File: config.mk
export PLATFORM = sky130hd
export DESIGN_NAME = sr_seq
export DESIGN_NICKNAME = d
export VERILOG_FILES = /design/src/rtl/sr_seq_pkg.sv /design/src/rtl/sr_seq_script.sv /design/src/rtl/sr_seq_datapath.sv /design/src/rtl/sr_seq.sv
export SDC_FILE = /design/constraint.sdc
export NUM_CORES = 1
export LEC_CHECK = 0
export BUFFER_PORTS_ARGS = -buffer_cell sky130_fd_sc_hd__buf_4
export CORE_ASPECT_RATIO = 0.7
export CORE_MARGIN = 5
export CORE_UTILIZATION = 56
export CTS_CLUSTER_DIAMETER = 100
export DETAILED_ROUTE_END_ITERATION = 8
export GPL_TIMING_DRIVEN = 0
export PLACE_DENSITY = 0.8
export SLEW_MARGIN = 0
export SYNTH_ARGS = -nofsm -noshare
export SYNTH_HDL_FRONTEND = slang
export SYNTH_SLANG_ARGS = --single-unit
File: constraint.sdc
create_clock -name clk -period 3.3 [get_ports clk]
set_input_delay 0.165 -clock clk [delete_from_list [all_inputs] [get_ports clk]]
set_output_delay 0.165 -clock clk [all_outputs]
set_load 0.01 [all_outputs]
File: src/rtl/sr_seq_pkg.sv
package sr_seq_pkg;
    parameter int SRS_ADDR_W = 8;
    parameter int SRS_DATA_W = 32;

    typedef enum logic [1:0] {
        OP_RMW   = 2'd0,
        OP_WRITE = 2'd1,
        OP_POLL  = 2'd2
    } op_e;

    typedef struct packed {
        op_e                    op;
        logic                   sel;
        logic [SRS_ADDR_W-1:0]  addr;
        logic [SRS_DATA_W-1:0]  mask;
        logic [SRS_DATA_W-1:0]  value;
        logic                   backup_skip;
    } step_t;

    typedef enum logic [2:0] {
        ST_IDLE    = 3'd0,
        ST_ISSUE   = 3'd1,
        ST_READ    = 3'd2,
        ST_WRITE   = 3'd3,
        ST_ADVANCE = 3'd4,
        ST_ERROR   = 3'd5
    } state_e;
endpackage

File: src/rtl/sr_seq_script.sv
module sr_seq_script
    import sr_seq_pkg::*;
#(
    parameter int NUM_PORTS = 5,
    parameter int IDX_W     = 5,
    parameter logic [SRS_ADDR_W-1:0] C_PORT_CTL  = 8'h40,
    parameter int                    PORT_STRIDE = 4,
    parameter logic [SRS_ADDR_W-1:0] C_PORT_STAT = 8'h3C,
    parameter logic [SRS_ADDR_W-1:0] C_PWR_CTL   = 8'h30,
    parameter logic [SRS_ADDR_W-1:0] C_STATUS    = 8'h04,
    parameter logic [SRS_ADDR_W-1:0] C_SW_CTL    = 8'h20,
    parameter logic [SRS_ADDR_W-1:0] C_SW_STAT   = 8'h24,
    parameter logic [SRS_ADDR_W-1:0] C_MISC      = 8'h28,
    parameter logic [SRS_ADDR_W-1:0] P_INIT      = 8'h04,
    parameter logic [SRS_ADDR_W-1:0] P_GSTAT     = 8'h0C,
    parameter logic [SRS_ADDR_W-1:0] P_RX_CTL    = 8'h28,
    parameter logic [SRS_ADDR_W-1:0] P_IO_CTL    = 8'h24,
    parameter logic [SRS_ADDR_W-1:0] P_TERM_CTL  = 8'h2C,
    parameter logic [SRS_DATA_W-1:0] M_PORT_EN   = 32'h1,
    parameter logic [SRS_DATA_W-1:0] M_PORT_BUSY = 32'h1F,
    parameter logic [SRS_DATA_W-1:0] M_SR_REQ    = 32'h20,
    parameter logic [SRS_DATA_W-1:0] M_SR_TYPE   = 32'h30,
    parameter logic [SRS_DATA_W-1:0] V_SR_SW     = 32'h20,
    parameter logic [SRS_DATA_W-1:0] M_OPMODE    = 32'h7,
    parameter logic [SRS_DATA_W-1:0] V_OP_NORMAL = 32'h1,
    parameter logic [SRS_DATA_W-1:0] M_INIT_EN   = 32'h1,
    parameter logic [SRS_DATA_W-1:0] V_SW_DONE   = 32'h1,
    parameter logic [SRS_DATA_W-1:0] M_SW_ACK    = 32'h1,
    parameter logic [SRS_DATA_W-1:0] V_PHY_INIT  = 32'h17,
    parameter logic [SRS_DATA_W-1:0] M_INIT_DONE = 32'h1,
    parameter logic [SRS_DATA_W-1:0] M_DLL_BYP   = 32'h2_0000,
    parameter logic [SRS_DATA_W-1:0] M_RX_PD     = 32'h8,
    parameter logic [SRS_DATA_W-1:0] M_IO_PD     = 32'h5_0008,
    parameter logic [SRS_DATA_W-1:0] M_TERM_PD   = 32'h1_0000
) (
    input  logic             exit_dir,
    input  logic [IDX_W-1:0] idx,
    output step_t            step,
    output logic             last
);
    localparam int ENTRY_LEN = NUM_PORTS + 7;
    localparam int EXIT_LEN  = NUM_PORTS + 16;
    localparam int EXIT_PORT0 = 16;

    function automatic step_t mk(op_e op, logic sel, logic [SRS_ADDR_W-1:0] addr,
                                 logic [SRS_DATA_W-1:0] mask,
                                 logic [SRS_DATA_W-1:0] value, logic skip);
        step_t s;
        s.op = op;
        s.sel = sel;
        s.addr = addr;
        s.mask = mask;
        s.value = value;
        s.backup_skip = skip;
        return s;
    endfunction

    function automatic logic [SRS_ADDR_W-1:0] port_ofs(int k);
        return C_PORT_CTL + SRS_ADDR_W'(k * PORT_STRIDE);
    endfunction

    int pos;

    always_comb begin
        step = mk(OP_POLL, 1'b0, '0, '0, '0, 1'b0);
        pos  = int'(idx);
        if (!exit_dir) begin
            last = (pos == ENTRY_LEN - 1);
            if (pos < NUM_PORTS) begin
                step = mk(OP_RMW, 1'b0, port_ofs(pos), M_PORT_EN, '0, 1'b0);
            end else begin
                unique case (pos - NUM_PORTS)
                    0: step = mk(OP_POLL, 1'b0, C_PORT_STAT, M_PORT_BUSY, '0, 1'b0);
                    1: step = mk(OP_RMW,  1'b0, C_PWR_CTL, M_SR_REQ, M_SR_REQ, 1'b0);
                    2: step = mk(OP_POLL, 1'b0, C_STATUS, M_SR_TYPE, V_SR_SW, 1'b0);
                    3: step = mk(OP_RMW,  1'b1, P_INIT, M_DLL_BYP, M_DLL_BYP, 1'b1);
                    4: step = mk(OP_RMW,  1'b1, P_RX_CTL, M_RX_PD, M_RX_PD, 1'b0);
                    5: step = mk(OP_RMW,  1'b1, P_IO_CTL, M_IO_PD, M_IO_PD, 1'b0);
                    6: step = mk(OP_RMW,  1'b1, P_TERM_CTL, M_TERM_PD, M_TERM_PD, 1'b0);
                    default: step = mk(OP_POLL, 1'b0, '0, '0, '0, 1'b0);
                endcase
            end
        end else begin
            last = (pos == EXIT_LEN - 1);
            if (pos >= EXIT_PORT0) begin
                step = mk(OP_RMW, 1'b0, port_ofs(pos - EXIT_PORT0), M_PORT_EN, M_PORT_EN, 1'b0);
            end else begin
                unique case (pos)
                    0:  step = mk(OP_RMW,   1'b1, P_RX_CTL, M_RX_PD, '0, 1'b0);
                    1:  step = mk(OP_RMW,   1'b1, P_IO_CTL, M_IO_PD, '0, 1'b0);
                    2:  step = mk(OP_RMW,   1'b1, P_TERM_CTL, M_TERM_PD, '0, 1'b0);
                    3:  step = mk(OP_RMW,   1'b1, P_INIT, M_DLL_BYP, '0, 1'b0);
                    4:  step = mk(OP_WRITE, 1'b0, C_SW_CTL, '1, '0, 1'b0);
                    5:  step = mk(OP_RMW,   1'b0, C_MISC, M_INIT_EN, '0, 1'b0);
                    6:  step = mk(OP_WRITE, 1'b0, C_SW_CTL, '1, V_SW_DONE, 1'b0);
                    7:  step = mk(OP_POLL,  1'b0, C_SW_STAT, M_SW_ACK, M_SW_ACK, 1'b0);
                    8:  step = mk(OP_WRITE, 1'b1, P_INIT, '1, V_PHY_INIT, 1'b0);
                    9:  step = mk(OP_POLL,  1'b1, P_GSTAT, M_INIT_DONE, M_INIT_DONE, 1'b0);
                    10: step = mk(OP_WRITE, 1'b0, C_SW_CTL, '1, '0, 1'b0);
                    11: step = mk(OP_RMW,   1'b0, C_MISC, M_INIT_EN, M_INIT_EN, 1'b0);
                    12: step = mk(OP_WRITE, 1'b0, C_SW_CTL, '1, V_SW_DONE, 1'b0);
                    13: step = mk(OP_POLL,  1'b0, C_SW_STAT, M_SW_ACK, M_SW_ACK, 1'b0);
                    14: step = mk(OP_RMW,   1'b0, C_PWR_CTL, M_SR_REQ, '0, 1'b0);
                    15: step = mk(OP_POLL,  1'b0, C_STATUS, M_OPMODE, V_OP_NORMAL, 1'b0);
                    default: step = mk(OP_POLL, 1'b0, '0, '0, '0, 1'b0);
                endcase
            end
        end
    end
endmodule

File: src/rtl/sr_seq_datapath.sv
module sr_seq_datapath
    import sr_seq_pkg::*;
(
    input  logic [SRS_DATA_W-1:0] rdata,
    input  logic [SRS_DATA_W-1:0] mask,
    input  logic [SRS_DATA_W-1:0] value,
    output logic [SRS_DATA_W-1:0] merged,
    output logic                  match
);
    always_comb begin
        merged = (rdata & ~mask) | (value & mask);
        match  = ((rdata & mask) == value);
    end
endmodule

File: src/rtl/sr_seq.sv
module sr_seq
    import sr_seq_pkg::*;
#(
    parameter int NUM_PORTS = 5,
    parameter int CNT_W     = 16
) (
    input  logic                  clk,
    input  logic                  rst_n,
    input  logic                  enter_req,
    input  logic                  exit_req,
    input  logic                  backup_mode,
    input  logic [CNT_W-1:0]      poll_limit,
    output logic                  bus_req,
    output logic                  bus_we,
    output logic                  bus_sel,
    output logic [SRS_ADDR_W-1:0] bus_addr,
    output logic [SRS_DATA_W-1:0] bus_wdata,
    input  logic                  bus_ack,
    input  logic [SRS_DATA_W-1:0] bus_rdata,
    output logic                  busy,
    output logic                  done,
    output logic                  in_self_refresh,
    output logic                  err
);
    localparam int EXIT_LEN = NUM_PORTS + 16;
    localparam int IDX_W    = $clog2(EXIT_LEN + 1);

    state_e                state, state_nx;
    logic [IDX_W-1:0]      idx;
    logic                  dir_exit;
    logic                  backup_q;
    logic [SRS_DATA_W-1:0] wdata_q;
    logic [CNT_W-1:0]      poll_cnt;
    logic                  done_q;
    logic                  in_sr_q;

    step_t                 step;
    logic                  step_last;
    logic [SRS_DATA_W-1:0] merged;
    logic                  match;

    logic start_enter, start_exit, noop_cmd, give_up;

    sr_seq_script #(.NUM_PORTS(NUM_PORTS), .IDX_W(IDX_W)) u_script (
        .exit_dir (dir_exit),
        .idx      (idx),
        .step     (step),
        .last     (step_last)
    );

    sr_seq_datapath u_dp (
        .rdata  (bus_rdata),
        .mask   (step.mask),
        .value  (step.value),
        .merged (merged),
        .match  (match)
    );

    always_comb begin
        start_enter = enter_req && !in_sr_q;
        start_exit  = !enter_req && exit_req && in_sr_q;
        noop_cmd    = (enter_req && in_sr_q) || (!enter_req && exit_req && !in_sr_q);
        give_up     = (poll_cnt >= poll_limit);
    end

    always_comb begin
        state_nx = state;
        unique case (state)
            ST_IDLE:    if (start_enter || start_exit) state_nx = ST_ISSUE;
            ST_ISSUE: begin
                if (step.backup_skip && backup_q) state_nx = ST_ADVANCE;
                else if (step.op == OP_WRITE)     state_nx = ST_WRITE;
                else                              state_nx = ST_READ;
            end
            ST_READ: begin
                if (bus_ack) begin
                    if (step.op == OP_RMW) state_nx = ST_WRITE;
                    else if (match)        state_nx = ST_ADVANCE;
                    else if (give_up)      state_nx = ST_ERROR;
                end
            end
            ST_WRITE:   if (bus_ack) state_nx = ST_ADVANCE;
            ST_ADVANCE: state_nx = step_last ? ST_IDLE : ST_ISSUE;
            ST_ERROR:   state_nx = ST_ERROR;
            default:    state_nx = ST_IDLE;
        endcase
    end

    always_ff @(posedge clk) begin
        if (!rst_n) state <= ST_IDLE;
        else        state <= state_nx;
    end

    always_ff @(posedge clk) begin
        if (!rst_n) begin
            idx      <= '0;
            dir_exit <= 1'b0;
            backup_q <= 1'b0;
            wdata_q  <= '0;
            poll_cnt <= '0;
            done_q   <= 1'b0;
            in_sr_q  <= 1'b0;
        end else begin
            done_q <= 1'b0;
            unique case (state)
                ST_IDLE: begin
                    if (start_enter || start_exit) begin
                        dir_exit <= start_exit;
                        idx      <= '0;
                        backup_q <= backup_mode;
                    end else if (noop_cmd) begin
                        done_q <= 1'b1;
                    end
                end
                ST_ISSUE: begin
                    wdata_q  <= step.value;
                    poll_cnt <= CNT_W'(1);
                end
                ST_READ: begin
                    if (bus_ack) begin
                        if (step.op == OP_RMW) wdata_q <= merged;
                        else if (!match)       poll_cnt <= poll_cnt + CNT_W'(1);
                    end
                end
                ST_ADVANCE: begin
                    if (step_last) begin
                        done_q  <= 1'b1;
                        in_sr_q <= !dir_exit;
                    end else begin
                        idx <= idx + IDX_W'(1);
                    end
                end
                default: ;
            endcase
        end
    end

    always_comb begin
        bus_req         = (state == ST_READ) || (state == ST_WRITE);
        bus_we          = (state == ST_WRITE);
        bus_sel         = step.sel;
        bus_addr        = step.addr;
        bus_wdata       = wdata_q;
        busy            = (state != ST_IDLE) && (state != ST_ERROR);
        err             = (state == ST_ERROR);
        done            = done_q;
        in_self_refresh = in_sr_q;
    end
endmodule

==> results_dict.tcl, run 1 <==
set metrics [dict create \
    outcome "finished clean" \
    globalRouteOverflowTotal 0 \
    period_share 0.994 \
    dr.pass1.iters 5 \
    switchingPower_mw 1.07 \
    cts.sinks 76 \
    fin_setup_tns_ps 0 \
    seq_power_share 0.343 \
    drt_iter0_drc 492 \
    finalWorstPathRequiredPeriod_ps 3280 \
    synth_area_um2 4900 \
    path_class "flop to flop" \
    antenna_left 0 \
    hpwlAfterDp_mm 11.4 \
    r2r_cells 13 \
    ff2ff_setup_slack_ps 20 \
    clockPowerShare 0.318 \
    post_drt_wl_per_cell_um 17.4 \
    worstPathMaxFanout 10 \
    grtUsageTotal 0.272 \
    syn_avg_cell_area_um2 7.94 \
    place_congestion 0.964 \
    instances_no_fill 855 \
    fp.coreArea_um2 8510 \
    hold_violations 0 \
    port_buffers 96 \
    cap_violations 0 \
    whs_endpoint "backup_q" \
    ys_warn_count 0 \
    clockBufferDepth 2 \
    drive_above_1_share 0.214 \
    rr_endpoint "poll_cnt[5]" \
    die_x_um 122 \
    crit_path_end_kind "flop" \
    first_global_vias 4722 \
    p_sw_frac 0.347 \
    synthCells 618 \
    arrival_ps 3480 \
    hp-class "input port to flop" \
    ys_types 66 \
    cts_max_level 3 \
    synth-edff-count 0 \
    synth_flop_cell "dfxtp_1" \
    area_growth_pct 25.6 \
    grt_pass1_wl_mm 23.3 \
    dpl.cell_count 836 \
    antenna_found_initial 0 \
    tightest_slew_ps 710 \
    finalMaxSlewViolations 0 \
    ctsRootBufferMaster "clkbuf_16" \
    initial_core_util 0.576 \
    fill_cells 703 \
    drt_wl_total_mm 14.9 \
    regToRegStartpoint "idx[0]" \
    min-delay-start "backup_mode" \
    cp.required_ps 3490 \
    async_reset_ff_frac 0 \
    vias 5080 \
    setup_violations 0 \
    drc 0 \
    clkLatencyLatePin_ps 340 \
    diodes 0 \
    peakVddDrop_mv 0.446 \
    nNetsFinal 814 \
    p_leak_nw 2.67 \
    clk_pin_slew_ps 60 \
    cts_made_buffers 9 \
    ys_seq_area_frac 0.310 \
    via_per_inst 5.94 \
    row_count 28 \
    grt_start_max_net_pins 14 \
    relSlewSlack 0.527 \
    post-route-util 0.724 \
    die_area_um2 10800 \
    skew_ps 6.94 \
    dieHeight_um 88.3 \
    startpoint_type "flop" \
    p_comb_frac 0.340 \
    ios 101 \
    cts_tree "done" \
    whs_path_depth 3 \
    p_total_mw 3.08 \
    fmaxAchievable_mhz 305 \
    ys_ff_latch 76 \
    power.internal_mw 2.01 \
    p_per_area_nw_per_um2 500 \
]
[worst max path at each step]
stage	start	endpoint	slack, ps
after global placement	idx[1]	poll_cnt[11]	10
after floorplan	idx[1]	poll_cnt[12]	440
after CTS	idx[1]	poll_cnt[5]	2
after detailed placement	idx[1]	poll_cnt[11]	-30
after global routing	idx[0]	poll_cnt[5]	-50
final	idx[0]	poll_cnt[5]	20
[critical path, cell delays in order (launching register included)]
cell and delay, ps:
dfxtp_1 350, buf_6 150, inv_1 150, ha_1 330, o21bai_1 160, a2111oi_0 630
o21ai_0 180, o311a_1 180, and4_1 200, buf_4 160, buf_6 140, buf_6 140
o31ai_1 260, a21oi_1 100
[cells by family (layout without fill, tap and decap cells)]
kind of cell / count (synthesis) / count (layout) / share of synthesized area
AOI/OAI and AO/OA: 168 / 168 / 0.229
xor gates and xnor gates: 6 / 6 / 0.0107
adders and majority gates: 29 / 29 / 0.0740
buffers and inverters: 73 / 188 / 0.0676
DFF: 76 / 76 / 0.310
muxes: 21 / 21 / 0.0434
other: 1 / 3 / 0.000765
and+or+nand+nor: 244 / 244 / 0.265
[power by group through the flow]
stage / clock, mW / sequential (mW) / combinational [mW]
6_report: 0.979 / 1.06 / 1.05
5_1_grt: 1.04 / 1.06 / 1.14
4_1_cts: 0.988 / 1.05 / 1.02
3_5_place_dp: 0 / 1.07 / 1.01
3_3_place_gp: 0 / 1.07 / 0.993
2_1_floorplan: 0 / 1.09 / 0.618
[through the flow]
step,setup slack [ps],hold WS (ps),area (um^2)
6_report,18.7,70.8,6160
2_1_floorplan,438,312,4910
5_1_grt,-46.4,86.4,6160
3_3_place_gp,11.7,402,5780
3_5_place_dp,-30.7,409,5780
4_1_cts,1.60,64.0,6080
[placed cells by master, fill, tap and decap left out, drive strengths merged, types with 4 or more instances in the layout]
| cell | count |
|---|---|
| nor2b | 10 |
| o31a | 4 |
| dfxtp | 76 |
| o31ai | 12 |
| clkinv | 4 |
| o21a | 9 |
| nand3b | 4 |
| buf | 115 |
| and3 | 8 |
| and2 | 9 |
| ha | 29 |
| a31oi | 9 |
| a22oi | 4 |
| mux2i | 19 |
| a211oi | 15 |
| nor4 | 10 |
| nor2 | 43 |
| nand2 | 44 |
| or4 | 8 |
| nand4 | 5 |
| nand2b | 37 |
| o211ai | 5 |
| inv | 31 |
| or2 | 6 |
| o21ai | 24 |
| or3 | 4 |
| clkbuf | 36 |
| xor2 | 4 |
| nand3 | 39 |
| a21o | 9 |
| nor3 | 8 |
| a21oi | 51 |
[synth_stat cells (5+ instances only)]
library cell / n / area, um^2
dfxtp_1: 76 / 1520
a31oi_1: 9 / 56.3
and2_1: 9 / 56.3
o21a_1: 9 / 67.6
inv_1: 28 / 105
buf_4: 6 / 45.0
o211ai_1: 5 / 37.5
nor2_1: 42 / 158
nor2b_1: 10 / 62.6
nand3_1: 39 / 195
a211oi_1: 15 / 113
a21oi_1: 50 / 250
or4_1: 8 / 60.1
nand2_1: 44 / 165
or2_2: 6 / 37.5
nor4_1: 10 / 62.6
clkbuf_1: 27 / 101
nand4_1: 5 / 31.3
o21ai_0: 22 / 110
o31ai_1: 11 / 82.6
nand2b_1: 36 / 225
and3_1: 8 / 50.1
nor3_1: 8 / 40.0
ha_1: 29 / 363
a21o_1: 9 / 67.6
mux2i_1: 19 / 190
[cell type report]
type	count	area (um^2)	area share
multi-input combinational	471	3110	0.504
sequential	76	1520	0.247
timing repair buffer	100	751	0.122
clock buffer	9	225	0.0366
buffer	42	224	0.0364
tap	120	150	0.0244
inverter	31	116	0.0189
clock inverter	6	65.1	0.0106
[repair_timing]
| item | in CTS | in global routing |
|---|---|---|
| cloned | 0 | 0 |
| gates resized for setup | 1 | 21 |
| buffers inserted | 0 | 4 |
| pin swaps | 0 | 3 |
| setup endpoints to repair | 9 | 59 |
| hold buffers | 0 | 0 |
[layer usage]
| layer | wire length, um | share of wire | GRT usage | vias to the layer above |
|---|---|---|---|---|
| met1 | 6880 | 0.46 | 0.373 | 2350 |
| met3 | 1520 | 0.10 | 0.103 | 23 |
| met4 | 202 | 0.014 | 0.0580 | 0 |
| met5 | 0 | 0 | 0 | - |
| met2 | 6310 | 0.42 | 0.412 | 249 |
| li1 | - | - | - | 2458 |
Note: power is estimated with default switching activity, not from simulation.
==> run 2, diff against run 1 <==
Settings changed: CORE_UTILIZATION 56 to 57, PLACE_DENSITY 0.8 to 0.81, SYNTH_HIERARCHICAL set to 1.
==> run 2 against run 1 <==
  * The flow now finishes with violations (setup timing)
  * Clock-buffer cell count is 2 higher
  * Wire length is 25% higher
  * Sequential cell count down 16
  * Highest routed layer unchanged
  * Core utilization is 8.3 points higher
  * Critical endpoint is now state[1]
  * Register-to-register slack lost 730 ps
  * Die area up 7.1%
  * Clock skew increased by 7.8 ps
  * Sequential power fell by 7%
  * Sequential share of layout area down 8.3 points
  * Combinational power increased by 32%
  * Total power grew 8.2%
==> results_dict.tcl, run 2 <==
set metrics [dict create \
    outcome "complete, but fails checks" \
    violations "setup timing" \
    cts_max_level 3 \
    pre_cts_ws_ps -1040 \
    vias 5942 \
    drt_iter0_drc 554 \
    diodes 0 \
    drive_above_1_share 0.388 \
    synth_flop_cell "dfxtp_1" \
    post_dp_cell_area_um2 6520 \
    met1_length_mm 7.77 \
    cts_made_buffers 9 \
    ys_ff_latch 60 \
    yosys.area.top_type "dfxtp_1" \
    synth-edff-count 0 \
    clkLatencyLatePin_ps 330 \
    globalRouteOverflowTotal 0 \
    ios 101 \
    row_count 29 \
    cap_violations 0 \
    period_share 1.22 \
    setup_violations 19 \
    synth_top_cells_by_count "nor2_1, dfxtp_1, buf_4" \
    largest_reg_flops 32 \
    grtUsageTotal 0.304 \
    hp-class "input port to flop" \
    skew_ps 14.7 \
    whs_ps 78.7 \
    rsz0062_at_grt "yes" \
    finalMaxSlewViolations 0 \
    grt_pass1_wl_mm 29.0 \
    ys_warn_count 6 \
    async_reset_ff_frac 0 \
    hold_violations 0 \
    hpwlAfterDp_mm 12.6 \
    synth.area.mux_share 0.136 \
    regToRegStartpoint "idx[1]" \
    yosys.area_share.simple 0.207 \
    synth-xor-area-share 0.0179 \
    crit_path_end_kind "flop" \
    cts_tree "done" \
    most-common-layout-cells "buf_4, nor2_1, dfxtp_1" \
    final_common_cell "buf_4" \
    place_congestion 0.924 \
    drc 0 \
    ys_types 74 \
    synth_compound_area_frac 0.237 \
    cts.sinks 60 \
    dpl.cell_count 912 \
    worst_slack_ps -715 \
    tightest_slew_ps 1140 \
    r2r_cells 17 \
    crit_end "state[1]" \
    finalWorstPathRequiredPeriod_ps 4020 \
    first_global_vias 5781 \
    die_area_um2 11500 \
    postLayoutCellArea_um2 7380 \
    yosys.cell_count.top_type "nor2_1" \
    cp.required_ps 3510 \
    arrival_ps 4220 \
    clk_pin_slew_ps 50 \
    seq_area_um2 1210 \
    synth-adder-area-share 0.0604 \
    peakVddDrop_mv 0.344 \
    ff2ff_setup_slack_ps -720 \
    die_x_um 126 \
    port_buffers 97 \
    ys_seq_area_frac 0.223 \
    initial_core_util 0.589 \
    synth_area_um2 5390 \
    area_growth_pct 37.0 \
    post-route-util 0.807 \
    synth.area.top_cells "dfxtp_1, buf_4, mux2_2" \
    dr.pass1.iters 5 \
    synthCells 666 \
    multi_input_area_um2 4000 \
    fp.coreArea_um2 9140 \
    relSlewSlack 0.232 \
    worstPathMaxFanout 6 \
    drt_wl_total_mm 18.7 \
    instances_no_fill 962 \
    post_drt_wl_per_cell_um 19.4 \
    p_leak_nw 3.34 \
    ctsRootBufferMaster "clkbuf_16" \
    antenna_left 0 \
    antenna_found_initial 0 \
    crit_start "idx[1]" \
    via_per_inst 6.18 \
    routed.top_layer "met4" \
    fill_cells 599 \
    nNetsFinal 914 \
    synth_top_family_by_area "compound AO/OA/AOI/OAI gates" \
    rr_endpoint "state[1]" \
    dieHeight_um 91.3 \
    startpoint_type "flop" \
    grt_start_max_net_pins 15 \
    p_per_area_nw_per_um2 452 \
    wl_met2_mm 8.69 \
    routed-wl-met3_mm 1.62 \
    synth_top_cell_area_share 0.223 \
    clockBufferDepth 2 \
    path_class "flop to flop" \
    fmaxAchievable_mhz 249 \
    syn_avg_cell_area_um2 8.09 \
]
## run 2: cell count changes after synthesis, moves of 17 or more
| cell | change |
|---|---|
| nand2_1 | -22 |
| nand2b_1 | -28 |
| a211oi_1 | +27 |
| buf_4 | +49 |
| clkbuf_1 | -18 |
| nor2_1 | +31 |
| mux2i_1 | +17 |
| mux2_2 | +31 |
| nand3_1 | -24 |
## run 2: repair_timing
item / 4_1_cts / 5_1_grt
cloned: 1 / 0
resized for setup: 35 / 29
endpoints found under the setup margin: 51 / 49
setup buffers: 28 / 9
hold buffers: 0 / 0
pin swaps: 24 / 12
## run 2: logic make-up (layout without fill, tap and decap cells)
kind of cell,after synthesis,after routing
DFF,60,60
AOI/OAI and AO/OA,182,182
and+or+nand+nor,208,209
adders and majority gates,26,26
other,1,26
muxes,69,69
buffers and inverters,109,255
xor gates and xnor gates,11,11
## run 2: worst max-delay path, stage by stage, from the launching register on
cell and delay (ps):
dfxtp_4 350, buf_8 110, inv_8 40, ha_4 180, nor4b_2 210, o21ai_1 170, a21oi_4 350, nand2_2 100
a22oi_2 220, and3_1 190, o22a_1 140, nand4_1 230, nor4_4 500, or4_4 220, a211oi_4 50, a221oi_4 380
o41ai_4 160, o311a_1 300
## run 2: through the flow
step	total power [mW]	setup TNS [ps]
after global placement	2.16	-15900
final	3.33	-11120
after CTS	3.20	-7920
after floorplan	1.71	-1700
after global routing	3.46	-13630
after detailed placement	2.21	-18280
## run 2: per-layer routing
layer	vias up	track usage
met3	71	0.0674
met1	2813	0.392
met5	-	0
met4	0	0.110
met2	335	0.503
li1	2723	-
## run 2: layout make-up
| class | count | area share |
|---|---|---|
| sequential | 60 | 0.164 |
| clock buffer | 11 | 0.0343 |
| buffer | 78 | 0.0746 |
| tap | 124 | 0.0210 |
| clock inverter | 4 | 0.00661 |
| inverter | 28 | 0.0159 |
| timing repair buffer | 134 | 0.141 |
| multi-input combinational | 523 | 0.542 |
## run 2: where the power goes
part | total [mW] | switching [mW] | internal (mW)
registers | 0.991 | 0.113 | 0.878
logic | 1.39 | 0.753 | 0.632
clock network | 0.957 | 0.337 | 0.619
## run 2: worst min path at each step
| stage | start | to | cells past startpoint |
|---|---|---|---|
| 2_1_floorplan | rst_n | state[1] | 1 |
| 3_3_place_gp | backup_mode | backup_q | 3 |
| 3_5_place_dp | backup_mode | backup_q | 3 |
| 4_1_cts | backup_mode | backup_q | 3 |
| 5_1_grt | rst_n | done | 2 |
| 6_report | backup_mode | backup_q | 3 |
==> run 3, diff against run 2 <==
Settings changed: ABC_AREA set to 1, CAP_MARGIN set to 15, CORE_UTILIZATION 57 to 59, CTS_BUF_LIST set to sky130_fd_sc_hd__clkbuf_8, PLACE_DENSITY 0.81 to 0.83.
==> run 3 against run 2 <==
  * The run now ends clean
  * Fmax rose by 25%
  * Clock power fell by 33%
  * Clock skew fell by 0.82 ps
  * Non-clock buffer count fell by 13
  * First-iteration DRC count rose by 17%
  * Critical path type unchanged
  * Largest cell class unchanged
  * Largest power group unchanged
==> results_dict.tcl, run 3 <==
set metrics [dict create \
    outcome "finished clean" \
    synth_top_cell_area_share 0.214 \
    die_x_um 126 \
    dr.pass1.iters 5 \
    yosys.area.top_type "dfxtp_1" \
    fmaxAchievable_mhz 311 \
    ff2ff_setup_slack_ps 80 \
    peakVddDrop_mv 0.363 \
    grt_pass1_wl_mm 25.7 \
    worstPathMaxFanout 8 \
    cap_violations 0 \
    synth_top_cells_by_count "nand2_1, inv_1, nor2_1" \
    final_common_cell "nand2_1" \
    finalMaxSlewViolations 0 \
    p_leak_nw 3.65 \
    hp-class "input port to flop" \
    drt_iter0_drc 650 \
    seq_area_um2 1210 \
    synth_flop_cell "dfxtp_1" \
    post_dp_cell_area_um2 6610 \
    whs_ps 85.6 \
    async_reset_ff_frac 0 \
    synth-edff-count 0 \
    setup_violations 0 \
    globalRouteOverflowTotal 0 \
    cts_made_buffers 9 \
    grtUsageTotal 0.266 \
    largest_reg_flops 32 \
    hold_violations 0 \
    crit_path_end_kind "flop" \
    cts_max_level 3 \
    port_buffers 97 \
    dieHeight_um 91.5 \
    ios 101 \
    arrival_ps 3510 \
    first_global_vias 5537 \
    regToRegStartpoint "idx[1]" \
    ys_types 46 \
    cts.sinks 60 \
    place_congestion 0.951 \
    ys_ff_latch 60 \
    syn_avg_cell_area_um2 5.94 \
    rr_endpoint "poll_cnt[14]" \
    hpwlAfterDp_mm 11.9 \
    crit_end "poll_cnt[14]" \
    antenna_found_initial 0 \
    synth-xor-area-share 0 \
    fp.coreArea_um2 9180 \
    synth-adder-area-share 0.0581 \
    cts_tree "done" \
    post_drt_wl_per_cell_um 13.7 \
    synth.area.top_cells "dfxtp_1, nand2_1, inv_1" \
    critPathSlowestCell "dfxtp_4" \
    skew_ps 13.9 \
    yosys.cell_count.top_type "nand2_1" \
    synth_top_family_by_area "simple AND/OR/NAND/NOR gates" \
    ctsRootBufferMaster "clkbuf_8" \
    vias 6470 \
    r2r_cells 28 \
    grt_start_max_net_pins 21 \
    synth_area_um2 5600 \
    nNetsFinal 1183 \
    via_per_inst 5.25 \
    row_count 29 \
    most-common-layout-cells "nand2_1, buf_4, inv_1" \
    path_class "flop to flop" \
    ys_warn_count 6 \
    multi_input_area_um2 3710 \
    clkLatencyLatePin_ps 350 \
    synth_compound_area_frac 0.171 \
    rsz0062_at_grt "yes" \
    antenna_left 0 \
    fill_cells 726 \
    ys_seq_area_frac 0.214 \
    area_growth_pct 29.6 \
    synth.area.mux_share 0 \
    finalWorstPathRequiredPeriod_ps 3220 \
    critPathMaxStageDelay_ps 360 \
    initial_core_util 0.610 \
    cp.required_ps 3590 \
    period_share 0.976 \
    relSlewSlack 0.575 \
    crit_start "idx[1]" \
    drt_wl_total_mm 16.9 \
    p_per_area_nw_per_um2 474 \
    drive_above_1_share 0.253 \
    startpoint_type "flop" \
    diodes 0 \
    yosys.area_share.simple 0.378 \
    postLayoutCellArea_um2 7260 \
    synthCells 944 \
    die_area_um2 11600 \
    tightest_slew_ps 637 \
    clk_pin_slew_ps 70 \
    clockBufferDepth 2 \
    drc 0 \
]
## run 3: cell types whose count changed in the layout (fill, tap and decap cells not counted), sizes merged, moves of 33 or more
cell,delta
mux2i,-36
a211oi,-45
nand3,+49
nor2,+49
inv,+96
nand2,+249
a31oi,+33
mux2,-33
## run 3: through the flow
| step | std cells | utilization | setup WS, ps | power (mW) | TNS (ps) |
|---|---|---|---|---|---|
| after floorplan | 969 | - | 50.4 | 2.02 | 0 |
| after global placement | 1190 | 0.717 | -998 | 2.68 | -26350 |
| after detailed placement | 1191 | 0.720 | -695 | 2.70 | -16510 |
| after CTS | 1214 | 0.757 | 5.76 | 3.36 | 0 |
| after global routing | 1232 | 0.791 | -95.8 | 3.66 | -683 |
| final | 1232 | 0.791 | 80.5 | 3.44 | 0 |
## run 3: repair_timing
action | in CTS | in global routing
resized for setup | 20 | 47
pin swaps | 3 | 23
setup buffers | 6 | 16
endpoints found under the setup margin | 51 | 19
gates cloned | 1 | 2
hold buffers | 0 | 0
## run 3: worst min path at each step
stage | startpoint | end | slack [ps] | cells after the start
finish | backup_mode | backup_q | 90 | 3
global route | backup_mode | backup_q | 80 | 3
CTS | backup_mode | backup_q | 60 | 3
detailed placement | backup_mode | backup_q | 410 | 3
global placement | backup_mode | backup_q | 420 | 3
floorplan | backup_mode | backup_q | 300 | 2
## run 3: kinds of logic after synthesis
group                      after synthesis
AOI/OAI and AO/OA                      171
adders and majority gates               26
buffers and inverters                  202
DFF                                     60
other                                    1
and+or+nand+nor                        484
## run 3: per-layer routing
metal | global-route usage | wire length [um] | vias up
li1 | - | - | 3296
met1 | 0.363 | 7480 | 2844
met2 | 0.419 | 7590 | 295
met3 | 0.0633 | 1530 | 35
met4 | 0.0750 | 295 | 0
met5 | 0 | 0 | -
## run 3: layout make-up
| type | instances | share of cell area |
|---|---|---|
| Buffer | 76 | 0.0720 |
| Clock buffer | 9 | 0.0171 |
| Clock inverter | 7 | 0.00827 |
| Inverter | 126 | 0.0676 |
| Multi-Input combinational cell | 707 | 0.511 |
| Sequential cell | 60 | 0.166 |
| Tap cell | 124 | 0.0214 |
| Timing Repair Buffer | 123 | 0.137 |
## run 3: power by group
group | leakage (nW) | internal (mW) | switching [mW]
Sequential | 0.492 | 0.951 | 0.149
Combinational | 3.06 | 0.676 | 1.02
Clock | 0.101 | 0.339 | 0.306
Total | 3.65 | 1.97 | 1.47
## run 3: critical path: cells and delay by family, from the launching register on
kind                       cells  cell delay (ps)
buffers and inverters          5              530
AOI/OAI and AO/OA              3              520
adders and majority gates      1              170
and+or+nand+nor               19             1580
DFF                            1              360
